### src/rtl/wp_pkg.sv
// Shared types for the epoch-paced write throttle.
// Assumes: nothing beyond standard SystemVerilog.
package wp_pkg;

    // Result of comparing predicted demand with epoch capacity
    typedef enum logic [1:0] {
        DEM_BELOW = 2'd0,
        DEM_MATCH = 2'd1,
        DEM_ABOVE = 2'd2
    } demand_cmp_t;

    // Write gate states
    typedef enum logic {
        GATE_IDLE = 1'b0,
        GATE_HOLD = 1'b1
    } gate_state_t;

endpackage

### src/rtl/wp_epoch_meter.sv
// Counts acknowledged page writes within the current epoch.
// Provides the byte total of the ending epoch (combinational, for the
// budget) and registers it as the next epoch's predicted demand.
// Assumes: epoch_tick is a single-cycle pulse; an acknowledge in the tick
// cycle belongs to the ending epoch.
module wp_epoch_meter #(
    parameter int unsigned PCNT_W     = 16,
    parameter int unsigned WIDE_W     = 48,
    parameter int unsigned PAGE_BYTES = 4096
) (
    input  logic              clk,
    input  logic              rst_n,
    input  logic              epoch_tick,
    input  logic              page_done,
    output logic [WIDE_W-1:0] epoch_bytes,
    output logic [WIDE_W-1:0] pred_bytes
);
    localparam logic [WIDE_W-1:0] PB = WIDE_W'(PAGE_BYTES);

    logic [PCNT_W-1:0] pages_q;
    logic [PCNT_W-1:0] pages_now;
    logic [WIDE_W-1:0] pred_q;

    // Page count including an acknowledge in this cycle, saturating
    always_comb begin
        if (page_done && (pages_q != {PCNT_W{1'b1}}))
            pages_now = pages_q + PCNT_W'(1);
        else
            pages_now = pages_q;
    end

    assign epoch_bytes = WIDE_W'(pages_now) * PB;

    // Per-epoch page counter, cleared at each tick
    always_ff @(posedge clk) begin
        if (!rst_n)
            pages_q <= '0;
        else if (epoch_tick)
            pages_q <= '0;
        else
            pages_q <= pages_now;
    end

    // Prediction register: demand of the epoch just ended
    always_ff @(posedge clk) begin
        if (!rst_n)
            pred_q <= '0;
        else if (epoch_tick)
            pred_q <= epoch_bytes;
    end

    assign pred_bytes = pred_q;


    pred_hold_chk: assert property (@(posedge clk) disable iff (!rst_n)
        !epoch_tick |=> $stable(pred_q));

endmodule

### src/rtl/wp_budget_tracker.sv
// Keeps the remaining writable budget and remaining epoch count and
// derives the per-epoch capacity from them.
// Assumes: configuration is stable while rst_n is low; epoch_bytes is
// the byte total of the ending epoch, valid in the tick cycle.
module wp_budget_tracker #(
    parameter int unsigned BUDGET_W = 32,
    parameter int unsigned EPOCH_W  = 16,
    parameter int unsigned WIDE_W   = 48
) (
    input  logic                clk,
    input  logic                rst_n,
    input  logic [BUDGET_W-1:0] cfg_budget,
    input  logic [EPOCH_W-1:0]  cfg_epochs,
    input  logic                epoch_tick,
    input  logic [WIDE_W-1:0]   epoch_bytes,
    output logic [BUDGET_W-1:0] budget_left,
    output logic [EPOCH_W-1:0]  epochs_left,
    output logic [BUDGET_W-1:0] capacity
);
    logic [BUDGET_W-1:0] budget_q;
    logic [EPOCH_W-1:0]  epochs_q;

    // Budget: load at reset, saturating subtract at each tick
    always_ff @(posedge clk) begin
        if (!rst_n)
            budget_q <= cfg_budget;
        else if (epoch_tick) begin
            if (epoch_bytes >= WIDE_W'(budget_q))
                budget_q <= '0;
            else
                budget_q <= budget_q - BUDGET_W'(epoch_bytes);
        end
    end

    // Epoch count: load at reset, saturating decrement at each tick
    always_ff @(posedge clk) begin
        if (!rst_n)
            epochs_q <= cfg_epochs;
        else if (epoch_tick && (epochs_q != '0))
            epochs_q <= epochs_q - EPOCH_W'(1);
    end

    // Capacity share per remaining epoch (zero when none remain)
    always_comb begin
        if (epochs_q == '0)
            capacity = '0;
        else
            capacity = budget_q / BUDGET_W'(epochs_q);
    end

    assign budget_left = budget_q;
    assign epochs_left = epochs_q;


    budget_hold_chk: assert property (@(posedge clk) disable iff (!rst_n)
        !epoch_tick |=> $stable(budget_q) && $stable(epochs_q));


    budget_drop_chk: assert property (@(posedge clk) disable iff (!rst_n)
        epoch_tick |=> (budget_q <= $past(budget_q)) && (epochs_q <= $past(epochs_q)));

endmodule

### src/rtl/wp_delay_adapter.sv
// Adjusts the per-write delay once per epoch, one cycle after the tick,
// by comparing predicted demand with the capacity share.
// Assumes: budget, epoch count and prediction have been updated at the
// tick edge, so they are current in the cycle after it.
module wp_delay_adapter
    import wp_pkg::*;
#(
    parameter int unsigned BUDGET_W   = 32,
    parameter int unsigned EPOCH_W    = 16,
    parameter int unsigned WIDE_W     = 48,
    parameter int unsigned DELAY_W    = 8,
    parameter int unsigned DELAY_MAX  = 200,
    parameter int unsigned DELAY_STEP = 4
) (
    input  logic                clk,
    input  logic                rst_n,
    input  logic                epoch_tick,
    input  logic [WIDE_W-1:0]   pred_bytes,
    input  logic [BUDGET_W-1:0] capacity,
    input  logic [EPOCH_W-1:0]  epochs_left,
    output logic [DELAY_W-1:0]  delay
);
    localparam logic [DELAY_W:0]   MAX_W  = (DELAY_W+1)'(DELAY_MAX);
    localparam logic [DELAY_W:0]   STEP_W = (DELAY_W+1)'(DELAY_STEP);
    localparam logic [DELAY_W-1:0] MAX_D  = DELAY_W'(DELAY_MAX);
    localparam logic [DELAY_W-1:0] STEP_D = DELAY_W'(DELAY_STEP);

    logic               upd_q;
    logic [DELAY_W-1:0] delay_q;
    logic [DELAY_W-1:0] delay_up;
    logic [DELAY_W-1:0] delay_dn;
    logic [DELAY_W:0]   up_sum;
    demand_cmp_t        cmp;

    // Update strobe: one cycle after the epoch tick
    always_ff @(posedge clk) begin
        if (!rst_n)
            upd_q <= 1'b0;
        else
            upd_q <= epoch_tick;
    end

    // Classify predicted demand against capacity
    always_comb begin
        if (pred_bytes > WIDE_W'(capacity))
            cmp = DEM_ABOVE;
        else if (pred_bytes < WIDE_W'(capacity))
            cmp = DEM_BELOW;
        else
            cmp = DEM_MATCH;
    end

    // Clamped step-up and step-down candidates
    always_comb begin
        up_sum   = {1'b0, delay_q} + STEP_W;
        delay_up = (up_sum > MAX_W) ? MAX_D : up_sum[DELAY_W-1:0];
        delay_dn = (delay_q >= STEP_D) ? (delay_q - STEP_D) : '0;
    end

    // Delay register: changed only on the update strobe
    always_ff @(posedge clk) begin
        if (!rst_n)
            delay_q <= '0;
        else if (upd_q) begin
            if (epochs_left == '0)
                delay_q <= MAX_D;
            else begin
                case (cmp)
                    DEM_ABOVE: delay_q <= delay_up;
                    DEM_BELOW: delay_q <= delay_dn;
                    default:   delay_q <= delay_q;
                endcase
            end
        end
    end

    assign delay = delay_q;


    delay_max_chk: assert property (@(posedge clk) disable iff (!rst_n)
        delay_q <= MAX_D);


    delay_hold_chk: assert property (@(posedge clk) disable iff (!rst_n)
        !upd_q |=> $stable(delay_q));


    exhaust_chk: assert property (@(posedge clk) disable iff (!rst_n)
        (upd_q && (epochs_left == '0)) |=> (delay_q == MAX_D));

endmodule

### src/rtl/wp_write_gate.sv
// Holds each page write for the delay in force when it is accepted,
// then acknowledges it with a one-cycle pulse.
// Assumes: the requester holds wr_req high until wr_ack; one write is
// in service at a time, so later writes wait in order.
module wp_write_gate
    import wp_pkg::*;
#(
    parameter int unsigned DELAY_W = 8
) (
    input  logic               clk,
    input  logic               rst_n,
    input  logic               wr_req,
    input  logic [DELAY_W-1:0] delay,
    output logic               wr_ack,
    output logic               wr_stall
);
    gate_state_t        st_q;
    logic [DELAY_W-1:0] cnt_q;

    // Accept a request, count down its delay, release when done
    always_ff @(posedge clk) begin
        if (!rst_n) begin
            st_q  <= GATE_IDLE;
            cnt_q <= '0;
        end else begin
            case (st_q)
                GATE_IDLE: begin
                    if (wr_req) begin
                        st_q  <= GATE_HOLD;
                        cnt_q <= delay;
                    end
                end
                default: begin
                    if (cnt_q == '0)
                        st_q <= GATE_IDLE;
                    else
                        cnt_q <= cnt_q - DELAY_W'(1);
                end
            endcase
        end
    end

    assign wr_ack   = (st_q == GATE_HOLD) && (cnt_q == '0);
    assign wr_stall = wr_req && !wr_ack;


    ack_pulse_chk: assert property (@(posedge clk) disable iff (!rst_n)
        wr_ack |=> !wr_ack);

endmodule

### src/rtl/wear_pacer.sv
// Epoch-paced write throttle: meters per-epoch writes, tracks the
// remaining budget and epochs, adapts a per-write delay each epoch and
// holds every page write for that delay.
// Assumes: cfg_* stable during reset; epoch_tick single-cycle pulses;
// wr_req held until wr_ack.
module wear_pacer #(
    parameter int unsigned BUDGET_W   = 32,
    parameter int unsigned EPOCH_W    = 16,
    parameter int unsigned PCNT_W     = 16,
    parameter int unsigned PAGE_BYTES = 4096,
    parameter int unsigned DELAY_W    = 8,
    parameter int unsigned DELAY_MAX  = 200,
    parameter int unsigned DELAY_STEP = 4
) (
    input  logic                clk,
    input  logic                rst_n,
    input  logic [BUDGET_W-1:0] cfg_budget,
    input  logic [EPOCH_W-1:0]  cfg_epochs,
    input  logic                epoch_tick,
    input  logic                wr_req,
    output logic                wr_ack,
    output logic                wr_stall,
    output logic [DELAY_W-1:0]  cur_delay,
    output logic [BUDGET_W-1:0] budget_left,
    output logic [EPOCH_W-1:0]  epochs_left
);
    localparam int unsigned WIDE_W = BUDGET_W + PCNT_W;

    logic [WIDE_W-1:0]   epoch_bytes;
    logic [WIDE_W-1:0]   pred_bytes;
    logic [BUDGET_W-1:0] capacity;

    wp_epoch_meter #(
        .PCNT_W(PCNT_W), .WIDE_W(WIDE_W), .PAGE_BYTES(PAGE_BYTES)
    ) u_meter (
        .clk(clk), .rst_n(rst_n), .epoch_tick(epoch_tick),
        .page_done(wr_ack), .epoch_bytes(epoch_bytes), .pred_bytes(pred_bytes)
    );

    wp_budget_tracker #(
        .BUDGET_W(BUDGET_W), .EPOCH_W(EPOCH_W), .WIDE_W(WIDE_W)
    ) u_tracker (
        .clk(clk), .rst_n(rst_n), .cfg_budget(cfg_budget), .cfg_epochs(cfg_epochs),
        .epoch_tick(epoch_tick), .epoch_bytes(epoch_bytes),
        .budget_left(budget_left), .epochs_left(epochs_left), .capacity(capacity)
    );

    wp_delay_adapter #(
        .BUDGET_W(BUDGET_W), .EPOCH_W(EPOCH_W), .WIDE_W(WIDE_W),
        .DELAY_W(DELAY_W), .DELAY_MAX(DELAY_MAX), .DELAY_STEP(DELAY_STEP)
    ) u_adapter (
        .clk(clk), .rst_n(rst_n), .epoch_tick(epoch_tick),
        .pred_bytes(pred_bytes), .capacity(capacity),
        .epochs_left(epochs_left), .delay(cur_delay)
    );

    wp_write_gate #(
        .DELAY_W(DELAY_W)
    ) u_gate (
        .clk(clk), .rst_n(rst_n), .wr_req(wr_req), .delay(cur_delay),
        .wr_ack(wr_ack), .wr_stall(wr_stall)
    );

endmodule

### config.mk
export PLATFORM = sky130hd
export DESIGN_NAME = wear_pacer
export DESIGN_NICKNAME = d
export VERILOG_FILES = /design/src/rtl/wp_pkg.sv /design/src/rtl/wp_epoch_meter.sv /design/src/rtl/wp_budget_tracker.sv /design/src/rtl/wp_delay_adapter.sv /design/src/rtl/wp_write_gate.sv /design/src/rtl/wear_pacer.sv
export SDC_FILE = /design/constraint.sdc
export NUM_CORES = 1
export LEC_CHECK = 0
export ABC_AREA = 1
export BUFFER_PORTS_ARGS = -buffer_cell sky130_fd_sc_hd__buf_2
export CAP_MARGIN = 15
export CORE_ASPECT_RATIO = 0.8
export CORE_MARGIN = 8
export CORE_UTILIZATION = 65
export DETAILED_ROUTE_END_ITERATION = 8
export GPL_TIMING_DRIVEN = 0
export PLACE_DENSITY = 0.8
export SYNTH_ARGS = -nofsm -noshare
export SYNTH_HDL_FRONTEND = slang
export SYNTH_SLANG_ARGS = --single-unit
### constraint.sdc
create_clock -name clk -period 220.8 [get_ports clk]
set_input_delay 11.04 -clock clk [delete_from_list [all_inputs] [get_ports clk]]
set_output_delay 11.04 -clock clk [all_outputs]
set_load 0.01 [all_outputs]
* After elaboration in Yosys (flattened, before gate mapping)
Index checks and enable logic that the tools add are counted.
Cells by class: add/sub/neg operators 6, div/mod/pow operators 1, $lt $le $gt $ge 5, equal/unequal tests 5, multiplexer cells 19, bitwise logic cells 1, reduce and logical (&&, ||, !) cells 14
Operators with widths (number):
- 32-bit 2-to-1 mux | 4
- 16-bit 2-to-1 mux | 3
- 8-bit 2-to-1 mux | 6
- 32-bit by 16-bit divider with 32-bit output | 1
- 28-bit by 32-bit greater-or-equal comparator with 1-bit output | 1
- 28-bit by 32-bit > comparator with 1-bit output | 1
- 28-bit by 32-bit less-than comparator with 1-bit output | 1
- 32-bit by 28-bit subtractor with 32-bit output | 1
- 16-bit by 1-bit adder with 16-bit output (second input constant) | 1
- 16-bit zero test | 1
- 16-bit inequality test (second input constant) | 1
- 8-bit one-hot mux with 2 select lines | 1
- 16-bit nonzero test | 1
- 16-bit by 1-bit subtractor with 16-bit output (second input constant) | 1
- 8-bit by 3-bit adder with 9-bit output (second input constant) | 1
- 9-bit by 8-bit > comparator with 1-bit output (second input constant) | 1
- 8-bit by 3-bit greater-or-equal comparator with 1-bit output (second input constant) | 1
- 8-bit zero test | 1
- 8-bit by 1-bit subtractor with 8-bit output (second input constant) | 1
- 8-bit by 3-bit subtractor with 8-bit output (second input constant) | 1
- 1-bit logical AND | 4
- 1-bit 2-to-1 mux | 4
- 2-bit by 1-bit inequality test with 1-bit output (second input constant) | 2
- 2-bit AND reduction | 2
- 9 further kinds | 9
Storage, ports and cells: register bits after elaboration 98, bits of input ports 52, output and inout port bits 58, logic and storage cells 59

* Longest topological paths before layout
depth in word-level cells 8, mapped depth 672, mapped depth without buffers 626

* Modules after synthesis
A second synthesis with hierarchy kept.
Second synthesis, totals: cell total of the unflattened synthesis 5395, area total of the unflattened synthesis 32453.6 µm²
By module, submodules not included:
- wp_budget_tracker | times used 1, cells each 4681, area each 27888.0 µm², sequential area each 1441.4 µm²
- wp_epoch_meter | times used 1, cells each 305, area each 2103.3 µm², sequential area each 640.6 µm²
- wp_delay_adapter | times used 1, cells each 307, area each 1793.0 µm², sequential area each 140.1 µm²
- wp_write_gate | times used 1, cells each 102, area each 669.4 µm², sequential area each 180.2 µm²

* Worst setup path before layout
OpenSTA, ideal clock, no wires.
path type reg2reg, from register u_tracker.epochs_q[0], in the netlist u_tracker.epochs_left[0], to register u_adapter.delay_q[2], in the netlist u_adapter.delay[2], library setup time 0.119 ns, arrival 83.208 ns, data required time 220.681 ns, path slack 137.473 ns, stages on the path, launching flop included 650, path buffers 48, clock period less this slack 83.327 ns, cells stage by stage edfxtp_1 inv_1 ha_1 inv_1 nor2_1 nand2_1 nor2_1 nand2_1 nor2_1 nand2_1 nand2_1 nand2_1 nand2_1 ha_1 nand2_1 nor2_1 nand2_1 a21oi_2 (+614 left out) o21bai_1 a21o_1 a21oi_1 o221ai_1 a21oi_1 nor2_1 a2111oi_0 nand4_1 nor4_1 nand4_1 nor2_1 nand2_1 nand2_1 nand4_1 nand2_1 inv_2 o21ai_0 a21oi_1
Between the ends: word-level cells in the longest chain between the ends 8, elaborated cells on any way between the ends 13, classes of those cells div: 1; order compare: 2; eq/ne: 1; mux: 5; reduce/logical: 4
Ends and longest elaborated chain:
- start, declared | RTL line wp_budget_tracker.sv:21 | logic [EPOCH_W-1:0] epochs_q;
- start signal, assigned | RTL line wp_budget_tracker.sv:38 | epochs_q <= cfg_epochs;
- start signal, assigned | RTL line wp_budget_tracker.sv:40 | epochs_q <= epochs_q - EPOCH_W'(1);
- 32-bit by 16-bit divider with 32-bit output or 16-bit zero test (tied branches) | RTL line wp_budget_tracker.sv:48, wp_budget_tracker.sv:45, wp_delay_adapter.sv:65
- 32-bit 2-to-1 mux | RTL line wp_budget_tracker.sv:45 | if (epochs_q == '0)
- 28-bit by 32-bit less-than comparator with 1-bit output | RTL line wp_delay_adapter.sv:47 | else if (pred_bytes < WIDE_W'(capacity))
- 1-bit 2-to-1 mux | RTL line wp_delay_adapter.sv:47
- 2-bit 2-to-1 mux | RTL line wp_delay_adapter.sv:45 | if (pred_bytes > WIDE_W'(capacity))
- 2-bit equality test or 2-bit zero test (tied branches) | RTL line wp_delay_adapter.sv:68 | case (cmp)
- 8-bit one-hot mux with 2 select lines or 3-bit nonzero test (tied branches)
- 8-bit 2-to-1 mux or 2-bit AND reduction (tied branches)
- end signal, assigned | RTL line wp_delay_adapter.sv:69 | DEM_ABOVE: delay_q <= delay_up;
- end signal, assigned | RTL line wp_delay_adapter.sv:70 | DEM_BELOW: delay_q <= delay_dn;
- end signal, assigned | RTL line wp_delay_adapter.sv:71 | default: delay_q <= delay_q;
- end, declared | RTL line wp_delay_adapter.sv:29 | logic [DELAY_W-1:0] delay_q;
Several ways; a longest one is shown, not always the timed one. A chain may end at the register's enable or synchronous reset.

* Worst setup path after layout
from register u_tracker.epochs_q[0], in the netlist u_tracker.epochs_left[0], to register u_adapter.delay_q[4], in the netlist u_adapter.delay[4]
The elaborated chain is that of the path after synthesis.

==> results.json <==
{
  "required_ns": 221.06,
  "ys_top_cells_by_area": "ha_1 19%, nand2_1 15%, inv_1 8.3%",
  "worstPathMaxFanout": 35,
  "drtIter0Drc": 2292,
  "crit_family": "compound AO/OA/AOI/OAI gates",
  "fmax_ghz": 0.00979,
  "die_width_um": 249,
  "async_reset_ff_frac": 0,
  "synth_top_family_by_area": "simple AND/OR/NAND/NOR gates",
  "diodes": 0,
  "cts_setup_buffers": 0,
  "critPathArrivalTime_ns": 102.38,
  "cp_slowest_cell": "inv_2",
  "grt_pass1_vias": 26700,
  "wl_per_cell_um": 14.8,
  "final_nets": 5240,
  "start_kind": "flip-flop",
  "coreArea_um2": 43100,
  "synth-seq-cells": 96,
  "nFillCells": 4006,
  "synth-seq-area-share": 0.0848,
  "crit_top_cell": "nand2_1",
  "drive_above_1_share": 0.0956,
  "maxCapViolations": 0,
  "synth_cell_type_count": 70,
  "grt_pass1_wl_um": 129000,
  "grt_max_degree": 36,
  "clk_latency_ns": 0.37,
  "worstSetupPathType": "reg -> reg",
  "synth-compound-area-share": 0.172,
  "drc": 0,
  "status": "finished clean",
  "grt_setup_unrepaired": "no",
  "holdBufCountCts": 0,
  "cts_tree": "yes",
  "overflow": 0,
  "vias": 29600,
  "yosysMostFrequentCell": "nand2_1",
  "grt_use_total": 0.301,
  "syn2layout_area_growth_pct": 6.13,
  "cts_buffers": 9,
  "slew_viol_final": 0,
  "clock_skew_ns": 0.0127,
  "synthesis.area_um2": 28300,
  "cts_root_buf": "clkbuf_16",
  "cp.depth": 641,
  "hold_depth": 1,
  "die_h_um": 203,
  "rr_worst_depth": 641,
  "portBuffers": 106,
  "yosys-top-cells-count": "1118 x nand2_1, 627 x inv_1, 433 x ha_1, 363 x o21ai_0, 300 x a21oi_1",
  "ctsResizeCount": 0,
  "ant_nets": 0,
  "end_kind": "flip-flop",
  "synth-edff-count": 48,
  "numClockSinks": 96,
  "fin_crit_sh": 0.462,
  "synth_simple_gate_area_frac": 0.333,
  "clk_path_buf_depth": 2,
  "dieArea_um2": 50600,
  "ys_warn_count": 0,
  "setup_viol": 0,
  "synth_xor_area_frac": 0.104,
  "yosysTopAreaCellShare": 0.191,
  "syn_inst": 4626,
  "hp-class": "reg -> reg",
  "num_rows": 68,
  "io_pins": 110,
  "path_buf_inv": 180,
  "synth-adder-area-share": 0.192,
  "slew_headroom": 0.221,
  "yosys.area.top_type": "ha_1",
  "antenna_found_initial": 1,
  "multi_input_area_um2": 22700,
  "muxShareOfSynthArea": 0,
  "seqCellArea_um2": 2400,
  "fin_tns_setup_ns": 0,
  "start_util": 0.658,
  "vias_per_cell": 5.57,
  "hold_viol_final": 0,
  "synth.avg_cell_area_um2": 6.13,
  "wirelength_um": 78600,
  "place.gp.congestion": 0.964,
  "cts.htree.levels": 3,
  "min_period_ns": 102.11,
  "clk_pin_slew_ns": 0.08,
  "synth-main-ff-cell": "edfxtp_1",
  "dp_hpwl_um": 64400,
  "dr.pass1.iters": 6,
  "max_stage_delay_ns": 0.76,
  "worst_pin_slew_ns": 1.17
}
-- layer usage --
metal / up-vias / part of all wire / global-route usage
met5: - / 0 / 0
met4: 0 / 0.026 / 0.0791
met3: 102 / 0.090 / 0.0650
met2: 901 / 0.39 / 0.454
met1: 13100 / 0.49 / 0.430
li1: 15500 / - / -
-- cell families (layout without fill, tap and decap cells) --
logic type                 after synthesis  in the layout
buffers and inverters                  814            946
and+or+nand+nor                       2067           2067
DFF                                     96             96
AOI/OAI and AO/OA                      878            878
adders and majority gates              434            434
xor gates and xnor gates               336            336
other                                    1              2
-- path summary, 6_finish.rpt --
kind	to	start	slack, ns
max reg2reg	u_adapter.delay[4]$_SDFFE_PN0P_	u_tracker.epochs_left[0]$_DFFE_PP_	118.69
max	u_adapter.delay[4]$_SDFFE_PN0P_	u_tracker.epochs_left[0]$_DFFE_PP_	118.69
min	u_gate.cnt_q[0]$_SDFFE_PN0P_	u_gate.cnt_q[0]$_SDFFE_PN0P_	0.47
min reg2reg	u_gate.cnt_q[0]$_SDFFE_PN0P_	u_gate.cnt_q[0]$_SDFFE_PN0P_	0.47
-- registers in the layout, indices dropped and copies added (netlist names) --
register / cells
u_meter.pred_bytes: 16
u_tracker.epochs_left: 16
u_tracker.budget_left: 32
u_adapter.upd_q: 1
u_meter.pages_q: 16
u_adapter.delay: 6
u_gate.cnt_q: 8
u_gate.st_q: 1
-- layout make-up --
class	instances	area share
multi-input cells	3717	0.755
inverters	699	0.0876
flip-flops and latches	96	0.0799
repair buffers	116	0.0244
well taps	560	0.0233
plain buffers	115	0.0203
clock buffers	10	0.00761
clock inverters	6	0.00229
-- cells in the final DEF, fill, tap and decap left out, drive strengths merged, types with 19 or more instances in the layout --
cell type / count
o21bai: 38
nand2: 1182
buf: 150
clkbuf: 90
nor2: 333
dfxtp: 48
inv: 681
ha: 433
clkinv: 21
o31ai: 21
o21ai: 415
a21o: 20
xor2: 233
xnor2: 103
nand4: 82
nor3: 44
nand3b: 19
a21oi: 317
or2: 43
edfxtp: 48
nand3: 336
-- per-stage QoR --
stage / cell area, um2 / hold WS [ns] / utilization / worst slack [ns] / instances
after global routing: 30100 / 0.497 / 0.699 / 106.71 / 5319
after global placement: 29600 / 0.437 / 0.687 / 121.16 / 5293
final: 30100 / 0.472 / 0.699 / 118.69 / 5319
after floorplan: 28300 / 0.426 / - / 137.47 / 4627
after CTS: 30100 / 0.468 / 0.699 / 119.97 / 5319
after detailed placement: 29800 / 0.458 / 0.692 / 120.38 / 5303
Power is not shown: default switching activity piles up to over one toggle a cycle in this logic, so the estimate is an artifact.
